==> config.mk <==
export PLATFORM = sky130hd
export DESIGN_NAME = lut_gate_eval
export DESIGN_NICKNAME = d
export VERILOG_FILES = /design/src/rtl/lgev_pkg.sv /design/src/rtl/lut_addr.sv /design/src/rtl/lut_table.sv /design/src/rtl/lut_mask_stage.sv /design/src/rtl/lut_gate_eval.sv
export SDC_FILE = /design/constraint.sdc
export NUM_CORES = 2
export LEC_CHECK = 0
export ABC_AREA = 0
export BUFFER_PORTS_ARGS = -buffer_cell sky130_fd_sc_hd__buf_2
export CAP_MARGIN = 20
export CORE_MARGIN = 2
export CORE_UTILIZATION = 45
export DETAILED_ROUTE_END_ITERATION = 16
export GPL_ROUTABILITY_DRIVEN = 0
export MAX_ROUTING_LAYER = met4
export PLACE_DENSITY = 0.62
export SYNTH_ARGS = -nofsm -noshare
export SYNTH_HDL_FRONTEND = slang
export SYNTH_SLANG_ARGS = --single-unit
export TNS_END_PERCENT = 50
==> constraint.sdc <==
create_clock -name clk -period 4.5 [get_ports clk]
set_input_delay 0.9 -clock clk [delete_from_list [all_inputs] [get_ports clk]]
set_output_delay 0.9 -clock clk [all_outputs]
set_load 0.02 [all_outputs]
==> src/rtl/lgev_pkg.sv <==
// Package: shared constants and helpers for the dual-pattern gate evaluator.
// Assumes two patterns per pin word and at most four gate inputs.
package lgev_pkg;

    localparam int LG_PAT    = 2;   // patterns packed per pin word
    localparam int LG_MAX_IN = 4;   // widest gate in the library

    // Region size of an n-input gate: one entry per pin-word combination.
    function automatic int lg_region(input int n_in);
        return 1 << (LG_PAT * n_in);
    endfunction

    // Total table depth: an inverter plus four families of 2..MAX_IN inputs.
    function automatic int lg_depth();
        int acc;
        acc = lg_region(1);
        for (int n = 2; n <= LG_MAX_IN; n++) acc += 4 * lg_region(n);
        return acc;
    endfunction

    localparam int LG_DEPTH  = lg_depth();
    localparam int LG_ADDR_W = $clog2(LG_DEPTH);

    typedef enum logic [3:0] {
        GK_INV,
        GK_NAND2, GK_NAND3, GK_NAND4,
        GK_NOR2,  GK_NOR3,  GK_NOR4,
        GK_AND2,  GK_AND3,  GK_AND4,
        GK_OR2,   GK_OR3,   GK_OR4
    } gate_kind_e;

    // Inputs of a gate kind.
    function automatic int lg_inputs(input gate_kind_e k);
        if (k == GK_INV) return 1;
        return 2 + ((int'(k) - 1) % 3);
    endfunction

    // Base offset of a gate kind: regions are stacked in enum order.
    function automatic int lg_base(input gate_kind_e k);
        int acc;
        acc = 0;
        for (int i = 0; i < int'(k); i++) acc += lg_region(lg_inputs(gate_kind_e'(i)));
        return acc;
    endfunction

endpackage

==> src/rtl/lut_addr.sv <==
// Module: lut_addr
// Forms the table index from a region base and the packed pin words.
// Pin word i is weighted by (2^PAT)^i. Purely combinational.
// Assumes the sum never exceeds 2^(ADDR_W+1)-1 (base < 2^ADDR_W and
// NUM_IN*PAT <= ADDR_W).
module lut_addr #(
    parameter int NUM_IN = 4,
    parameter int PAT    = 2,
    parameter int DEPTH  = 1348,
    parameter int ADDR_W = 11
) (
    input  logic [ADDR_W-1:0]     base,
    input  logic [NUM_IN*PAT-1:0] pins,
    output logic [ADDR_W-1:0]     addr,
    output logic                  in_range
);
    localparam int SUM_W = ADDR_W + 1;

    logic [SUM_W-1:0] term [NUM_IN];
    logic [SUM_W-1:0] sum;

    // One weighted term per pin word.
    for (genvar i = 0; i < NUM_IN; i++) begin : g_term
        assign term[i] = SUM_W'(pins[i*PAT +: PAT]) << (PAT * i);
    end

    // Add the weighted terms onto the region base.
    always_comb begin
        sum = {1'b0, base};
        for (int i = 0; i < NUM_IN; i++) sum = sum + term[i];
    end

    assign addr     = sum[ADDR_W-1:0];
    assign in_range = (sum < SUM_W'(DEPTH));

endmodule

==> src/rtl/lut_table.sv <==
// Module: lut_table
// Truth-table store: one write port and one registered read port.
// Writes outside the depth are dropped. A read whose index is out of
// range returns zero. Assumes the caller never reads and writes in the
// same cycle.
module lut_table #(
    parameter int PAT    = 2,
    parameter int DEPTH  = 1348,
    parameter int ADDR_W = 11
) (
    input  logic              clk,
    input  logic              rst_n,
    input  logic              wr_en,
    input  logic [ADDR_W-1:0] wr_addr,
    input  logic [PAT-1:0]    wr_data,
    input  logic              rd_en,
    input  logic [ADDR_W-1:0] rd_addr,
    input  logic              rd_in_range,
    output logic [PAT-1:0]    rd_data
);
    logic [PAT-1:0] mem [DEPTH];
    logic           wr_ok;

    assign wr_ok = wr_en && (32'(wr_addr) < DEPTH);

    // Store the host's entry.
    always_ff @(posedge clk) begin
        if (wr_ok) mem[wr_addr] <= wr_data;
    end

    // Registered read; out-of-range indices read as zero.
    always_ff @(posedge clk) begin
        if (!rst_n)     rd_data <= '0;
        else if (rd_en) rd_data <= rd_in_range ? mem[rd_addr] : '0;
    end

    AST_OOR_READS_ZERO: assert property (@(posedge clk) disable iff (!rst_n)
        (rd_en && !rd_in_range) |=> (rd_data == '0));

    AST_WRITE_LANDS: assert property (@(posedge clk) disable iff (!rst_n)
        wr_ok |=> (mem[$past(wr_addr)] == $past(wr_data)));

endmodule

==> src/rtl/lut_mask_stage.sv <==
// Module: lut_mask_stage
// Output stage: captures the fault masks next to the table read and
// applies keep/set masking to the entry. Holds the result-valid flag.
// Assumes rd_data is the table read launched by the same load pulse.
module lut_mask_stage #(
    parameter int PAT = 2
) (
    input  logic           clk,
    input  logic           rst_n,
    input  logic           load,
    input  logic [PAT-1:0] keep_mask,
    input  logic [PAT-1:0] set_mask,
    input  logic [PAT-1:0] rd_data,
    output logic           res_valid,
    output logic [PAT-1:0] res_bits
);
    logic [PAT-1:0] keep_q;
    logic [PAT-1:0] set_q;

    // Capture masks with the accepted request.
    always_ff @(posedge clk) begin
        if (!rst_n) begin
            keep_q <= '0;
            set_q  <= '0;
        end else if (load) begin
            keep_q <= keep_mask;
            set_q  <= set_mask;
        end
    end

    // Result valid follows an accepted request by one cycle.
    always_ff @(posedge clk) begin
        if (!rst_n) res_valid <= 1'b0;
        else        res_valid <= load;
    end

    // Apply the fault-injection masks to both pattern bits.
    always_comb res_bits = (rd_data & keep_q) | set_q;

    AST_SA0_CLEARS: assert property (@(posedge clk) disable iff (!rst_n)
        (res_valid && $past(keep_mask == '0 && set_mask == '0)) |-> (res_bits == '0));

    AST_SA1_SETS: assert property (@(posedge clk) disable iff (!rst_n)
        (res_valid && $past(set_mask == '1)) |-> (res_bits == '1));

endmodule

==> src/rtl/lut_gate_eval.sv <==
// Module: lut_gate_eval (top)
// Evaluates one library gate for two packed patterns with a single
// truth-table read, then injects stuck-at faults through keep/set masks.
// A table write has priority and stalls requests for that cycle.
// Assumes the requester zeroes the pin words a gate does not use.
module lut_gate_eval
    import lgev_pkg::*;
#(
    parameter int NUM_IN = LG_MAX_IN,
    parameter int PAT    = LG_PAT,
    parameter int DEPTH  = LG_DEPTH,
    parameter int ADDR_W = LG_ADDR_W
) (
    input  logic                  clk,
    input  logic                  rst_n,
    input  logic                  tbl_wr_en,
    input  logic [ADDR_W-1:0]     tbl_wr_addr,
    input  logic [PAT-1:0]        tbl_wr_data,
    input  logic                  req_valid,
    output logic                  req_ready,
    input  logic [ADDR_W-1:0]     req_base,
    input  logic [NUM_IN*PAT-1:0] req_pins,
    input  logic [PAT-1:0]        req_keep,
    input  logic [PAT-1:0]        req_set,
    output logic                  res_valid,
    output logic [PAT-1:0]        res_bits
);
    logic              accept;
    logic [ADDR_W-1:0] rd_addr;
    logic              rd_in_range;
    logic [PAT-1:0]    rd_data;

    // Loads own the table; requests wait while one is presented.
    assign req_ready = !tbl_wr_en;
    assign accept    = req_valid && req_ready;

    lut_addr #(
        .NUM_IN (NUM_IN),
        .PAT    (PAT),
        .DEPTH  (DEPTH),
        .ADDR_W (ADDR_W)
    ) u_addr (
        .base     (req_base),
        .pins     (req_pins),
        .addr     (rd_addr),
        .in_range (rd_in_range)
    );

    lut_table #(
        .PAT    (PAT),
        .DEPTH  (DEPTH),
        .ADDR_W (ADDR_W)
    ) u_table (
        .clk         (clk),
        .rst_n       (rst_n),
        .wr_en       (tbl_wr_en),
        .wr_addr     (tbl_wr_addr),
        .wr_data     (tbl_wr_data),
        .rd_en       (accept),
        .rd_addr     (rd_addr),
        .rd_in_range (rd_in_range),
        .rd_data     (rd_data)
    );

    lut_mask_stage #(
        .PAT (PAT)
    ) u_mask (
        .clk       (clk),
        .rst_n     (rst_n),
        .load      (accept),
        .keep_mask (req_keep),
        .set_mask  (req_set),
        .rd_data   (rd_data),
        .res_valid (res_valid),
        .res_bits  (res_bits)
    );

    AST_RESET_IDLE: assert property (@(posedge clk) disable iff (!rst_n)
        $past(!rst_n) |-> !res_valid);

    AST_RES_AFTER_ACCEPT: assert property (@(posedge clk) disable iff (!rst_n)
        res_valid |-> $past(req_valid && req_ready));

    AST_NO_SPURIOUS_RES: assert property (@(posedge clk) disable iff (!rst_n)
        !$past(req_valid && req_ready) |-> !res_valid);

    AST_WRITE_STALLS: assert property (@(posedge clk) disable iff (!rst_n)
        tbl_wr_en |=> !res_valid);

endmodule

### After elaboration in Yosys (flattened, before gate mapping)

Memory sizes are Yosys's and may differ from the RTL's.
Cells that the tools add are included.

* word-level logic and storage cells: 19
* output and inout port bits: 4
* input port bits: 40
* RAM bits: 2696
* register bits after elaboration: 7
* memories: 1

* bitwise gates (word level): 2
* reductions and logical operators: 3
* magnitude comparators: 2
* muxes and demuxes: 3
* add/sub/neg operators: 4

Memory list
* u_table.mem: depth 1348, bits a word 2, read ports 1, clocked after memory_dff 0, wr ports 1, line lut_table.sv:21 `logic [PAT-1:0] mem [DEPTH];`

Operators by type and width (count)
* $add A11 B2 Y12: 1
* $add A12 B4 Y12: 1
* $add A12 B6 Y12: 1
* $add A12 B8 Y12: 1
* $lt A12 B11 Y1 const B: 1
* $lt A11 B11 Y1 const B: 1
* $and A2 B2 Y2: 1
* $logic_and A1 B1 Y1: 2
* $mux W1: 2
* $mux W2: 1
* $or A2 B2 Y2: 1
* $logic_not A1 Y1: 1

### Longest topological paths before layout

* word-level depth: 6
* depth in mapped cells: 18
* mapped depth without buffers: 12

### Modules after synthesis

A second synthesis with hierarchy kept.

* cells, all modules: 6287
* area total of the unflattened synthesis: 111471.9 µm²

Modules (own cells, without submodules)
* lut_table: seq. area each 80997.7 µm², times used 1, area an instance 110780.0 µm², cells an instance 6199
* lut_addr: seq. area each 0.0 µm², times used 1, area an instance 483.0 µm², cells an instance 69
* lut_mask_stage: seq. area each 100.1 µm², times used 1, area an instance 198.9 µm², cells an instance 17
* lut_gate_eval: seq. area each 0.0 µm², times used 1, area an instance 10.0 µm², cells an instance 2

### Worst setup path before layout

Ideal clock, no wire load.

* path type: input port to flip-flop
* start point: input req_base[0]
* end point: register u_table.rd_data[0]
* stages on the path: 14
* required time: 4.369 ns
* arrival time: 4.165 ns
* setup time: 0.131 ns
* setup slack: 0.205 ns
* buffers on the path: 4
* path through: ha_1 -> inv_1 -> fa_1 -> buf_4 -> buf_4 -> clkbuf_1 -> clkbuf_1 -> mux4_2 -> mux4_2 -> mux2_2 -> o2111ai_1 -> nand4_1 -> o211ai_2 -> o221ai_2

* word-level cells in the longest chain between the ends: 6
* elaborated cells on any way between the ends: 7
* classes of those cells: add/sub: 4; order compare: 1; mux: 1; memory: 1

RTL lines
* from (decl): line lut_gate_eval.sv:21 `input logic [ADDR_W-1:0] req_base,`
* $add A11 B2 Y12 (*): line lut_addr.sv:30 `for (int i = 0; i < NUM_IN; i++) sum = sum + term[i];`
* $add A12 B4 Y12 (*): line lut_addr.sv:30
* $add A12 B6 Y12 (*): line lut_addr.sv:30
* $add A12 B8 Y12 (*): line lut_addr.sv:30
* $mem_v2 Z1348 W2 / $lt A12 B11 Y1 (equally long branches)
* $mux W2 (*): line lut_table.sv:34 `else if (rd_en) rd_data <= rd_in_range ? mem[rd_addr] : '0;`
* to (signal assigned): line lut_table.sv:34
* to (decl): line lut_table.sv:19 `output logic [PAT-1:0] rd_data`

Every way passes the cells marked *; elsewhere a longest branch is shown, timed or not.
A chain may end at the register's enable or synchronous reset.

### Worst setup path after layout

* start point: input req_base[0]
* end point: register u_table.rd_data[1]

Same word-level chain as after synthesis.

==> reports/results.txt <==
In this run the horizontal extent of the chip is 499.1 um. Library cell with the highest instance count after synthesis: sky130_fd_sc_hd__edfxtp_1. The wire-length estimate of the detail-placed layout is 179000 um. Fraction of layout cells with a size suffix above 1: 0.2785.

Once detail routing completed, the nets flagged for antenna violations numbered 0. The final cell count without fillers was 9667; the sum of routed wire segments on met1 was 116700 um. The net count of the finished layout is 6300. The worst setup path is of the in2reg kind. The run gives 0.2502 as the all-layer global routing usage. The critical path endpoint category is a register. The design draws 57.55 mW.

TritonCTS built the clock tree. For the final database, setup skew stands at 0.08006 ns. In this run the worst path has a maximum fanout of 17.

After detailed routing, the met3 layer carries 24560 um of wire. The worst relative slew slack came out at 0.2886. By count the netlist is led by sky130_fd_sc_hd__edfxtp_1, sky130_fd_sc_hd__nor2_1, sky130_fd_sc_hd__mux4_2. The largest net degree at the start of global routing is 149. The logs give 0.7351 for the portion of the post-synthesis area used by sequential elements and 0.4532 for the initial cell density of the core. During synthesis, Yosys emitted a total of 0 warnings. The clock transition at the registers of the reported paths came out at 0.06 ns.

The tools report the kind of start point of the critical path as a primary input. The final-report max-slew violation count came out at 0. The number of buffers on the longest clock path is 4. The post-route clock period utilization came out at 0.9493. Setup repair after global routing left no endpoint under its margin. Post-detailed-route wirelength per cell: 31.39 um.

Counting distinct cell types in the post-synthesis netlist gives 73. The shortest period the worst path allows was 4.272 ns; the number of buffer cells added on primary ports was 43. The first global-routing pass estimated 434900 um of wire. For this design the ratio of total power to cell area is 452.7 nW/um^2. Sorting the synthesized cells by area gives the leading types as sky130_fd_sc_hd__edfxtp_1, sky130_fd_sc_hd__mux4_2, sky130_fd_sc_hd__nor2_1, sky130_fd_sc_hd__clkbuf_1, sky130_fd_sc_hd__nand2_1. The number of clock buffers added by TritonCTS is 294. The vertical die dimension is 499.1 um. The synthesized net count is 5981, and the endpoint arrival time on the critical path is 5.09 ns. The leading register cell type out of synthesis was sky130_fd_sc_hd__edfxtp_1.

The multi-input logic area was 27370 sq um. After synthesis the netlist holds a flip-flop and latch count of 2703. The share of flip-flops with an asynchronous set or reset after synthesis is 0. The number of enable flip-flop cells after synthesis is 2696. Summed over all layers, the routed wires come to 303500 um. The tools report the total count of hold-check failures in the final report as 0. The worst hold margin was 0.2054 ns; the via count of the first global-routing pass was 60480. VDD sags by at most 474.7 uV.

After detailed routing, the met2 layer carries 151700 um of wire. The run gives 181 as the number of core rows. The transition time at the pin with the least slew margin is 1.064 ns, and the leakage component of the power is 39.31 nW. In the synthesized netlist, the number of instances is 5932. Averaged over all synthesized cells, the footprint is 18.60 sq um.

The total of endpoints with negative setup slack in the final report came out at 0. The count of boundary I/O pins is 44. The cell type with the highest aggregate area in the netlist is sky130_fd_sc_hd__edfxtp_1.

Clock latency on the worst-skew pair, taken at its later pin, is 0.95 ns. The maximum achievable frequency is 0.2341 GHz. The tree is rooted in a sky130_fd_sc_hd__clkbuf_16. The total area inside the core boundary comes to 243500 sq um. The logs give 7465 for the detailed router's first-iteration violation count and 0 for the total global routing overflow. In the routed layout, each cell is associated on average with a via count of 6.134. The length of the first detailed-routing pass in iterations is 5.

The share of Yosys cell area claimed by the top area cell type is 0.7338. The floorplan die area is 249100 sq um. After detailed routing, no signal wire sits above met4.

For the count of fill cells added during filler insertion, the log shows 19140. After clock tree synthesis, the setup repair step added 0 buffers. For the number of clock sinks, the log shows 2703. The run gives 5.32 ns as the data required time at the worst endpoint. The logs give 110300 sq um for the post-synth design cell area and 0 for the number of maximum-capacitance constraint violations. The run gives 0 as the number of DRC violations after detailed routing.

The flow ran to the end, and the final reports show no timing, DRC or antenna violations. Once placement completed, the tool counted placed cells totaling 9155. For the area taken by flip-flops and latches, the log shows 81100 sq um. The initial antenna violation count was 16.

Area added between synthesis and finish: 15.23%. Type of the worst min-delay path: in2reg. The detailed-route via count is 59300. The H-tree generated during clock tree synthesis spans 5 levels.
-- cells in the final DEF (no fill, tap or decap), types with 27 or more instances in the layout --
cell type / netlist / routed
sky130_fd_sc_hd__clkbuf_16: 0 / 304
sky130_fd_sc_hd__nor2_1: 1375 / 1373
sky130_fd_sc_hd__edfxtp_1: 2696 / 2696
sky130_fd_sc_hd__clkbuf_1: 354 / 59
sky130_fd_sc_hd__buf_4: 52 / 330
sky130_fd_sc_hd__nand2_4: 0 / 32
sky130_fd_sc_hd__mux4_2: 809 / 809
sky130_fd_sc_hd__clkinv_1: 0 / 48
sky130_fd_sc_hd__nand3_1: 27 / 27
sky130_fd_sc_hd__mux2i_1: 32 / 31
sky130_fd_sc_hd__clkinv_2: 0 / 47
sky130_fd_sc_hd__buf_2: 58 / 42
sky130_fd_sc_hd__buf_12: 3 / 132
sky130_fd_sc_hd__nand2_1: 192 / 159
-- per-layer routing --
metal / GRT usage / vias up
met5: - / -
met4: 0.08399 / 0
met3: 0.03942 / 602
met2: 0.4027 / 2879
met1: 0.3277 / 31680
li1: - / 24140
-- final cells by class --
type	count	share of cell area
diodes	9	0.0001772
clock buffers	368	0.06212
clock inverters	133	0.009350
inverters	6	0.0001772
multi-input cells	2732	0.2153
flip-flops and latches	2703	0.6379
well taps	3202	0.03151
repair buffers	514	0.04340
-- what timing repair did --
action                                  in CTS  in global routing
resized for setup                            0                  3
endpoints found under the setup margin       0                  1
hold buffers                                 0                  0
-- critical path, stage by stage --
cell and delay [ns]:
sky130_fd_sc_hd__buf_2 0.11, sky130_fd_sc_hd__ha_4 0.21, sky130_fd_sc_hd__inv_1 0.08, sky130_fd_sc_hd__fa_4 0.82, sky130_fd_sc_hd__buf_12 0.19, sky130_fd_sc_hd__buf_12 0.20
sky130_fd_sc_hd__buf_4 0.28, sky130_fd_sc_hd__mux4_2 0.35, sky130_fd_sc_hd__mux4_2 0.49, sky130_fd_sc_hd__o22ai_1 0.34, sky130_fd_sc_hd__nor3_1 0.12, sky130_fd_sc_hd__and4_1 0.27
sky130_fd_sc_hd__a2111oi_1 0.37, sky130_fd_sc_hd__buf_4 0.20, sky130_fd_sc_hd__a32oi_1 0.09
-- flip-flops by register name, summed over array words and instances, names as in the netlist --
signal	flops
u_mask.keep_q	2
u_mask.res_valid	1
u_mask.set_q	2
u_table.mem	2696
u_table.rd_data	2
-- report_power, final --
part	switching, mW	internal, mW
clock network	9.59	13.6
registers	0.00951	27.7
logic	3.63	3.04
total	13.2	44.3
-- through the flow --
step	area, sq um	TNS (ns)	setup WS, ns	utilization
6_report	127100	0	0.2281	0.5222
3_3_place_gp	117800	-1.684	-1.013	0.4840
4_1_cts	127100	0	0.06335	0.5220
3_5_place_dp	118000	-1.546	-0.9098	0.4846
2_1_floorplan	110300	0	0.2046	-
5_1_grt	127100	0	0.1011	0.5221
-- logic make-up (layout without fill, tap and decap cells) --
kind of cell             Yosys count  in the layout  synth area share
AO/OA/AOI/OAI                    155            155           0.01085
XOR/XNOR                          11             11         0.0008732
adder cells (fa/ha/maj)            9              9          0.001089
buffers and inverters            497           1021           0.02077
flip-flops                      2703           2703            0.7351
multiplexers                     858            858            0.1705
other                              0              9                 0
AND/OR/NAND/NOR                 1699           1699           0.06087
-- worst paths after layout --
kind / cells past startpoint / slack [ns] / end / start
setup / recovery: 15 / 0.23 / u_table.rd_data[1] / req_base[0]
hold / removal: 3 / 0.21 / u_mask.set_q[0] / req_set[0]
setup reg to reg: 9 / 1.35 / u_table.rd_data[1] / u_table.mem[369][1]
hold reg to reg: 2 / 0.46 / u_mask.set_q[0] / u_mask.set_q[0]
Note: power is estimated with default switching activity, not from simulation.
